[config.mk]
export PLATFORM = sky130hd
export DESIGN_NAME = lfclk_top
export DESIGN_NICKNAME = d
export VERILOG_FILES = /design/src/rtl/lfclk_pkg.sv /design/src/rtl/lfclk_prescaler.sv /design/src/rtl/lfclk_ctrl_reg.sv /design/src/rtl/lfclk_irq_latch.sv /design/src/rtl/lfclk_top.sv
export SDC_FILE = /design/constraint.sdc
export NUM_CORES = 1
export LEC_CHECK = 0
export BUFFER_PORTS_ARGS = -buffer_cell sky130_fd_sc_hd__buf_2
export CAP_MARGIN = 20
export CORE_MARGIN = 2
export CORE_UTILIZATION = 23
export CTS_BUF_LIST = sky130_fd_sc_hd__clkbuf_8
export DETAILED_ROUTE_END_ITERATION = 6
export PLACE_DENSITY = 0.44
export SLEW_MARGIN = 20
export SYNTH_ARGS = -nofsm -noshare
export SYNTH_HDL_FRONTEND = slang
export SYNTH_SLANG_ARGS = --single-unit
[constraint.sdc]
create_clock -name clk -period 1.9 [get_ports clk]
set_clock_uncertainty 0.2 [all_clocks]
set_input_delay 0.38 -clock clk [delete_from_list [all_inputs] [get_ports clk]]
set_output_delay 0.38 -clock clk [all_outputs]
set_load 0.005 [all_outputs]
[src/rtl/lfclk_pkg.sv]
package lfclk_pkg;

    localparam int CSR_W  = 16;
    localparam int IE_BIT = 6;
    localparam logic [CSR_W-1:0] IE_MASK = CSR_W'(1) << IE_BIT;

    typedef struct packed {
        logic             sel;
        logic             wr;
        logic             odd;
        logic [CSR_W-1:0] wdata;
    } bus_req_t;

    typedef struct packed {
        logic load;   // even-address write this cycle
        logic val;    // new enable value
    } ie_update_t;

    function automatic int ticks_to_cycles(input int sys_hz, input int tick_hz);
        int r;
        r = sys_hz / tick_hz;
        return (r < 1) ? 1 : r;
    endfunction

    function automatic logic [CSR_W-1:0] csr_image(input logic ie);
        return ie ? IE_MASK : '0;
    endfunction

endpackage

[src/rtl/lfclk_prescaler.sv]
module lfclk_prescaler #(
    parameter int PERIOD = 16,
    localparam int CNT_W = (PERIOD > 1) ? $clog2(PERIOD) : 1
) (
    input  logic clk,
    input  logic rst,
    output logic tick
);
    localparam logic [CNT_W-1:0] RELOAD = CNT_W'(PERIOD - 1);

    logic [CNT_W-1:0] cnt;

    always_ff @(posedge clk) begin
        if (rst)
            cnt <= RELOAD;
        else if (cnt == '0)
            cnt <= RELOAD;
        else
            cnt <= cnt - 1'b1;
    end

    assign tick = (cnt == '0);

    AST_CNT_IN_RANGE: assert property (@(posedge clk) disable iff (rst)
        cnt <= RELOAD);
    AST_TICK_RELOADS: assert property (@(posedge clk) disable iff (rst)
        tick |=> (cnt == RELOAD));

endmodule

[src/rtl/lfclk_ctrl_reg.sv]
module lfclk_ctrl_reg
    import lfclk_pkg::*;
(
    input  logic             clk,
    input  logic             rst,
    input  bus_req_t         req,
    output logic             ie,
    output ie_update_t       upd,
    output logic [CSR_W-1:0] rdata
);
    always_comb begin
        upd.load = req.sel && req.wr && !req.odd;
        upd.val  = |(req.wdata & IE_MASK);
    end

    always_ff @(posedge clk) begin
        if (rst)
            ie <= 1'b0;
        else if (upd.load)
            ie <= upd.val;
    end

    assign rdata = req.sel ? csr_image(ie) : '0;

    AST_ODD_WRITE_IGNORED: assert property (@(posedge clk) disable iff (rst)
        (req.sel && req.wr && req.odd) |=> $stable(ie));
    AST_ONLY_IE_VISIBLE: assert property (@(posedge clk) disable iff (rst)
        (rdata & ~IE_MASK) == '0);

endmodule

[src/rtl/lfclk_irq_latch.sv]
module lfclk_irq_latch
    import lfclk_pkg::*;
(
    input  logic       clk,
    input  logic       rst,
    input  logic       tick,
    input  logic       ie,
    input  ie_update_t upd,
    input  logic       ack,
    output logic       irq
);
    logic disable_wr;
    assign disable_wr = upd.load && !upd.val;

    always_ff @(posedge clk) begin
        if (rst)
            irq <= 1'b0;
        else if (disable_wr)
            irq <= 1'b0;
        else if (tick && ie)
            irq <= 1'b1;
        else if (ack)
            irq <= 1'b0;
    end

    AST_DISABLE_DROPS_REQ: assert property (@(posedge clk) disable iff (rst)
        disable_wr |=> !irq);
    AST_ACK_DROPS_REQ: assert property (@(posedge clk) disable iff (rst)
        (ack && !(tick && ie)) |=> !irq);
    AST_TICK_RAISES_REQ: assert property (@(posedge clk) disable iff (rst)
        (tick && ie && !disable_wr) |=> irq);

endmodule

[src/rtl/lfclk_top.sv]
module lfclk_top
    import lfclk_pkg::*;
#(
    parameter int SYS_HZ  = 50_000_000,
    parameter int TICK_HZ = 60
) (
    input  logic             clk,
    input  logic             rst,
    input  logic             bus_sel,
    input  logic             bus_wr,
    input  logic             bus_odd,
    input  logic [CSR_W-1:0] bus_wdata,
    output logic [CSR_W-1:0] bus_rdata,
    input  logic             irq_ack,
    output logic             irq
);
    localparam int PERIOD = ticks_to_cycles(SYS_HZ, TICK_HZ);

    bus_req_t   req;
    ie_update_t upd;
    logic       ie;
    logic       tick;

    always_comb begin
        req.sel   = bus_sel;
        req.wr    = bus_wr;
        req.odd   = bus_odd;
        req.wdata = bus_wdata;
    end

    lfclk_prescaler #(.PERIOD(PERIOD)) u_pre (
        .clk  (clk),
        .rst  (rst),
        .tick (tick)
    );

    lfclk_ctrl_reg u_reg (
        .clk   (clk),
        .rst   (rst),
        .req   (req),
        .ie    (ie),
        .upd   (upd),
        .rdata (bus_rdata)
    );

    lfclk_irq_latch u_irq (
        .clk  (clk),
        .rst  (rst),
        .tick (tick),
        .ie   (ie),
        .upd  (upd),
        .ack  (irq_ack),
        .irq  (irq)
    );

    AST_REQ_NEEDS_IE: assert property (@(posedge clk) disable iff (rst)
        irq |-> ie);

endmodule

-- After elaboration in Yosys (flattened, before gate mapping)
Index checks and enable logic that the tools add are counted.
- add/sub/neg operators: 1
- muxes and demuxes: 4
- reduce and logical (&&, ||, !) cells: 10
- operators with widths (operator ; count):
    $logic_not 20->1 ; 1
    $sub 20x1->20 const B ; 1
    $mux 16 ; 1
    $mux 7 ; 1
    $logic_and 1x1->1 ; 4
    $reduce_or 2->1 ; 2
    $logic_not 1->1 ; 2
    $mux 1 ; 2
    $reduce_bool 2->1 ; 1
- flip-flop bits (word level): 22
- bits of input ports: 22
- output and inout bits: 17
- logic and storage cells: 18

-- Logic depth before layout (Yosys ltp)
Gate-level depths: netlist of the first run.
- depth after elaboration: 4
- gate-level depth with buffers: 7
- gate-level depth less buffers: 6

-- By module
Synthesis of the first run repeated with hierarchy kept, for this count alone.
- cell total of the unflattened synthesis: 132
- area total of the unflattened synthesis: 1181.1 µm²
- modules (own cells, without submodules) (module ; times used ; cells an instance ; area each (µm²) ; seq. area each (µm²)):
    lfclk_prescaler ; 1 ; 104 ; 950.9 ; 400.4
    lfclk_ctrl_reg ; 1 ; 23 ; 181.4 ; 20.0
    lfclk_irq_latch ; 1 ; 5 ; 48.8 ; 20.0

-- Worst setup path after synthesis of the first run
No wires, ideal clock.
- path kind: flip-flop to flip-flop
- start: register u_pre.cnt[0]
- end: register u_pre.cnt[18]
- library setup time: 116 ps
- arrival: 1571 ps
- required time: 1584 ps
- setup slack: 13 ps
- cell stages (with the launch flop): 7
- path buffers: 0
- period minus slack after synthesis: 1887 ps
- cells stage by stage: dfxtp_1 inv_1 ha_1 nor3b_1 and3_1 or3b_2 a31o_2
- word-level cells in the longest chain between the ends: 2
- elaborated cells between the ends (all ways): 3
- classes of those cells: 1 x add/sub; 2 x reduce/logical
- ends and longest elaborated chain (item ; RTL line ; text):
    start: declaration ; lfclk_prescaler.sv:11 ; logic [CNT_W-1:0] cnt;
    start signal: assignment ; lfclk_prescaler.sv:19 ; cnt <= cnt - 1'b1;
    parallel branches: the longest is 2 deep, another holds $sub 20x1->20 ; - ;
Several ways; the timed one is not identified.
A chain may end at the register's enable or synchronous reset.

-- Worst setup path after layout of the first run
Same ends and word-level chain as after synthesis.

==> results.yml, run 1 <==
outcome:
  outcome: "finished clean"
timing:
  rsz0062_at_grt: "no"
  maxSlewViolCount: 0
  finalHoldViolations: 0
  max_freq_mhz: 542.7
  layout_min_cycle_time_ps: 1843
  holdWs_ps: 166.5
  finalCritPeriodShare: 0.9699
  setup_viol: 0
  setup_tns_ps: 0
floorplan:
  start_util: 0.2413
  die_h_um: 74.86
  core_um2: 4786
  rows: 25
  die-area_um2: 5604
  die_x_um: 74.86
  ios: 39
min_path:
  min_path_type: "in2reg"
  min-delay-start: "rst"
  whs_path_depth: 2
worst_setup_path:
  crit_start: "u_pre.cnt[0]$_SDFF_PP0_"
  cp_cell_sequence: "inv_1 > ha_1 > nor3b_1 > and3_1 > or3b_2 > a31o_2"
  ff2ff_path_depth: 6
  cp_top_family: "simple AND/OR/NAND/NOR gates"
  startpoint_type: "register"
  cp_slowest_stage_delay_ps: 430
  cp_slowest_cell: "or3b_2"
  crit_type: "reg2reg"
  cp.depth: 6
  critPathBufInv: 1
  required_ps: 1870
  critPathCaptureType: "register"
  cp.arrival_ps: 1810
  reg2reg_from: "u_pre.cnt[0]$_SDFF_PP0_"
  path_max_fanout: 3
route:
  drtIter0Drc: 21
  drc: 0
  ant_nets: 0
  wl_per_cell_um: 10.71
  finalWirelength_um: 2377
  firstDrtPassIters: 4
  viasPerCell: 4.086
  num_vias: 907
grt:
  grtUsageTotal: 0.09365
  grt_pass1_vias: 878
  grt_start_max_net_pins: 13
  grt_first_pass_wirelength_um: 3912
  antenna_found_initial: 0
  overflow: 0
cts:
  cts.clk_slew.worst_paths_ps: 80
  htree_num_levels: 1
  clock_sinks: 22
  cts.path.max_buffers: 2
  clk-insertion-delay-late_ps: 260
  cts_tree: "yes"
  cts_made_buffers: 3
  cts-root-buf: "clkbuf_8"
power_and_ir_drop:
  power_density_nw_per_um2: 681.1
  p_int_mw: 0.7269
  total_power_mw: 0.9638
  comb_power_share: 0.125
  clkPwrFrac: 0.356
  switching_power_mw: 0.2369
  swShare: 0.2458
  seqPwrFrac: 0.518
  leakage_nw: 0.5459
  ir_worst_vdd_mv: 0.3166
yosys:
  netlist_instances: 127
  ys_seq_area_frac: 0.3814
  ys_warn_count: 0
  yosys.area.top_type_share: 0.3814
  synth_cell_types: 36
  yosys-top-cells-area: "dfxtp_1, buf_4, xor2_1"
  synth.avg_cell_area_um2: 9.093
  yosys.area.top_type: "dfxtp_1"
  netlist_area_um2: 1155
  ys_ff_latch: 22
placement:
  gp_congestion: 0.8092
  dp_cells: 217
  place_hpwl_um: 1854
  placed_area_um2: 1338
  numPortBuffers: 8
finish:
  final_cell_area_um2: 1415
  area_growth_pct: 22.54
  drive_gt1_frac: 0.2903
  nets: 180
  fillers: 525
  finalNonFillerCells: 222
  antenna_cells: 0
flow_run:
  maxCapViolCount: 0
## area by class of cell
cell class	instances	area, µm²	area share
inverters	3	11.26	0.007958
flip-flops and latches	22	442.9	0.3130
clock buffers	4	55.05	0.03890
multi-input cells	99	639.4	0.4518
well taps	67	83.83	0.05924
repair buffers	27	182.7	0.1291
## cell families (layout without fill, tap and decap cells)
group,after synthesis,in the layout,share of synthesized area
other cells,1,15,0.003247
xor+xnor,13,13,0.09859
compound gates,14,14,0.07909
buf+inv,20,34,0.1213
flops,22,22,0.3814
fa+ha+maj,2,2,0.02167
simple gates,55,55,0.2947
## sequential cells by signal (all words and copies together), names as in the netlist
register,flops
u_pre.cnt,20
u_irq.irq,1
u_reg.ie,1
## routing by layer
metal | share of wire | GRT usage | up-vias
met5 | 0 | 0 | -
met4 | 0.020 | 0.03571 | 0
met3 | 0.046 | 0.02811 | 4
met2 | 0.43 | 0.1452 | 23
met1 | 0.50 | 0.1225 | 415
li1 | - | - | 465
## power by group through the flow
stage | sequential [mW] | combinational, mW | clock (mW)
floorplan | 0.506 | 0.0907 | 0
global placement | 0.507 | 0.114 | 0
detailed placement | 0.508 | 0.115 | 0
CTS | 0.498 | 0.117 | 0.358
global route | 0.503 | 0.137 | 0.376
finish | 0.500 | 0.121 | 0.344
## final timing paths
path,end,slack (ps)
worst max-delay path,u_pre.cnt[18]$_SDFF_PP1_,60
worst min-delay path,u_pre.cnt[19]$_SDFF_PP1_,170
worst max register to register,u_pre.cnt[18]$_SDFF_PP1_,60
worst min register to register,u_reg.ie$_SDFFE_PP0P_,260
## placed cells by master, fill, tap and decap left out, types with 3 or more instances in the layout
cell and n:
conb_1 15, a21oi_1 5, nor3_1 3, buf_2 8, nand3_1 3, inv_1 3, xor2_1 10, dfxtp_1 20
nor2_1 10, xnor2_1 3, nand4_1 6, clkbuf_8 4, buf_4 19, nand2_1 9
## worst reg2reg max path: stages (launching register included)
cell	delay (ps)
dfxtp_2	330
inv_1	50
ha_1	180
nor3b_1	140
and3_1	200
or3b_2	430
a31o_2	210
## what timing repair did
item,in CTS,in global routing
hold buffers,0,0
setup buffers,0,1
resized for setup,1,5
pin swaps,0,3
setup endpoints to repair,1,16
## cell usage after synthesis (all sizes together)
master / count
a31o: 2
o21bai: 1
nand2: 9
and2: 2
nand4: 6
ha: 2
or3b: 1
o21ai: 2
xnor2: 3
xor2: 10
nand2b: 1
a21o: 2
nand3: 3
nand3b: 2
a21oi: 6
nor3: 4
conb: 1
dfxtp: 22
or3: 2
and3: 2
or2: 2
buf: 17
or4: 2
inv: 3
nand4b: 2
o31ai: 1
nor3b: 1
nor2b: 2
nor4: 4
nor2: 10
## through the flow
step / setup WS (ps) / utilization
2_1_floorplan: 13.16 / -
3_3_place_gp: 26.00 / 0.2795
3_5_place_dp: 9.908 / 0.2795
4_1_cts: 0.1730 / 0.2915
5_1_grt: 1.156 / 0.2957
6_report: 57.20 / 0.2957
No activity file was read; power rests on OpenSTA's default activity.
==> run 2, diff against run 1 <==
CORE_MARGIN = default   (was 2)
==> results.yml, run 2 (synthesis results as in run 1) <==
outcome:
  outcome: "finished clean"
route:
  num_vias: 920
  firstDrtPassIters: 4
  drtIter0Drc: 21
  viasPerCell: 4.163
  drc: 0
  wl_per_cell_um: 10.99
  ant_nets: 0
  finalWirelength_um: 2429
finish:
  antenna_cells: 0
  largest_reg_flops: 20
  layout_commonest_cell: "dfxtp_1"
  top_register: "u_pre.cnt"
  nets: 179
  drive_gt1_frac: 0.3247
  final_cell_area_um2: 1454
  layout_common_cells: "dfxtp_1, conb_1, buf_4"
  area_growth_pct: 25.89
  top_regs: "u_pre.cnt (20), u_irq.irq (1), u_reg.ie (1)"
timing:
  finalHoldViolations: 0
  layout_min_cycle_time_ps: 1885
  max_freq_mhz: 530.6
  finalCritPeriodShare: 0.9919
  rsz0062_at_grt: "yes"
  setup_tns_ps: 0
  maxSlewViolCount: 0
  setup_viol: 0
worst_setup_path:
  cp_slowest_stage_delay_ps: 570
  crit_start: "u_pre.cnt[15]$_SDFF_PP1_"
  path_max_fanout: 4
  cp.arrival_ps: 1850
  cp_cell_sequence: "or4_4 > nor4_4 > buf_4 > nand4_1 > a21o_1"
  ff2ff_path_depth: 5
  critPathCaptureType: "register"
  rr_endpoint: "u_pre.cnt[19]$_SDFF_PP1_"
  reg2reg_from: "u_pre.cnt[15]$_SDFF_PP1_"
  r2r_slack_ps: 20
  crit_type: "reg2reg"
  cp_slowest_cell: "or4_4"
  startpoint_type: "register"
  required_ps: 1860
placement:
  gp_congestion: 0.7674
  place_hpwl_um: 1791
  placed_area_um2: 1338
  numPortBuffers: 8
cts:
  cts_hold_buf: 0
  clock_sinks: 22
  htree_num_levels: 1
  cts-root-buf: "clkbuf_8"
  cts.path.max_buffers: 2
  cts_tree: "yes"
  cts_made_buffers: 3
  clk-insertion-delay-late_ps: 260
  cts.clk_slew.worst_paths_ps: 90
  post_cts_buffers: 0
floorplan:
  die_x_um: 72.86
  core_um2: 4786
  die_h_um: 72.86
  start_util: 0.2413
  ios: 39
  rows: 25
  die-area_um2: 5309
power_and_ir_drop:
  total_power_mw: 0.9660
  leakage_nw: 0.5447
  ir_worst_vdd_mv: 0.2234
  power_density_nw_per_um2: 664.4
min_path:
  min_to: "u_irq.irq$_SDFFE_PP0P_"
  whs_path_depth: 3
  min-delay-start: "irq_ack"
  min_path_type: "in2reg"
grt:
  grt_pass1_vias: 851
  antenna_found_initial: 0
  grt_start_max_net_pins: 13
  grtUsageTotal: 0.09452
  overflow: 0
  grt_first_pass_wirelength_um: 3850
flow_run:
  maxCapViolCount: 0
-- run 2: changes by cell type in the layout (fill, tap and decap cells not counted), sizes merged --
| cell | delta |
|---|---|
| buf | -1 |
-- run 2: report_power, final --
group          switching [mW]  leakage (nW)  internal (mW)
clock network           0.159        0.0288          0.185
logic                  0.0581         0.337         0.0632
registers              0.0216         0.179          0.479
-- run 2: worst max path at each step --
stage / end / depth (start not counted) / slack [ps]
2_1_floorplan: u_pre.cnt[18]$_SDFF_PP1_ / 6 / 10
3_3_place_gp: u_pre.cnt[18]$_SDFF_PP1_ / 6 / 20
3_5_place_dp: u_pre.cnt[18]$_SDFF_PP1_ / 6 / 8
4_1_cts: u_pre.cnt[16]$_SDFF_PP0_ / 6 / 0.5
5_1_grt: u_pre.cnt[19]$_SDFF_PP1_ / 5 / -20
6_report: u_pre.cnt[19]$_SDFF_PP1_ / 5 / 20
-- run 2: layout make-up --
class / instances / area, µm²
Clock buffer: 4 / 55.05
Tap cell: 67 / 83.83
Timing Repair Buffer: 26 / 186.4
Multi-Input combinational cell: 99 / 674.4
Sequential cell: 22 / 442.9
Fill cell: 520 / 3332
Inverter: 3 / 11.26
-- run 2: what timing repair did --
action,4_1_cts,5_1_grt
setup endpoints to repair,1,16
pin swaps,1,4
gates resized for setup,0,16
-- run 2: stage by stage --
stage | hold slack, ps | util | std cells | setup slack [ps]
6_report | 186.8 | 0.3038 | 221 | 15.35
5_1_grt | 184.0 | 0.3038 | 221 | -20.65
4_1_cts | 171.9 | 0.2910 | 221 | 0.4783
3_5_place_dp | 256.4 | 0.2795 | 217 | 8.498
3_3_place_gp | 255.7 | 0.2795 | 217 | 23.76
2_1_floorplan | 233.4 | - | 141 | 13.16
-- run 2: critical path: cells and delay by family (launching register included) --
family / cells / cell delay [ps]
AOI/OAI and AO/OA: 1 / 160
buffers and inverters: 1 / 190
DFF: 1 / 330
and+or+nand+nor: 3 / 910
-- run 2: layer usage --
metal / up-vias / routed length [µm] / global-route usage
li1: 467 / - / -
met2: 20 / 1127 / 0.1485
met4: 0 / 34 / 0.03922
met5: - / 0 / 0
met3: 4 / 66 / 0.01657
met1: 429 / 1201 / 0.1276
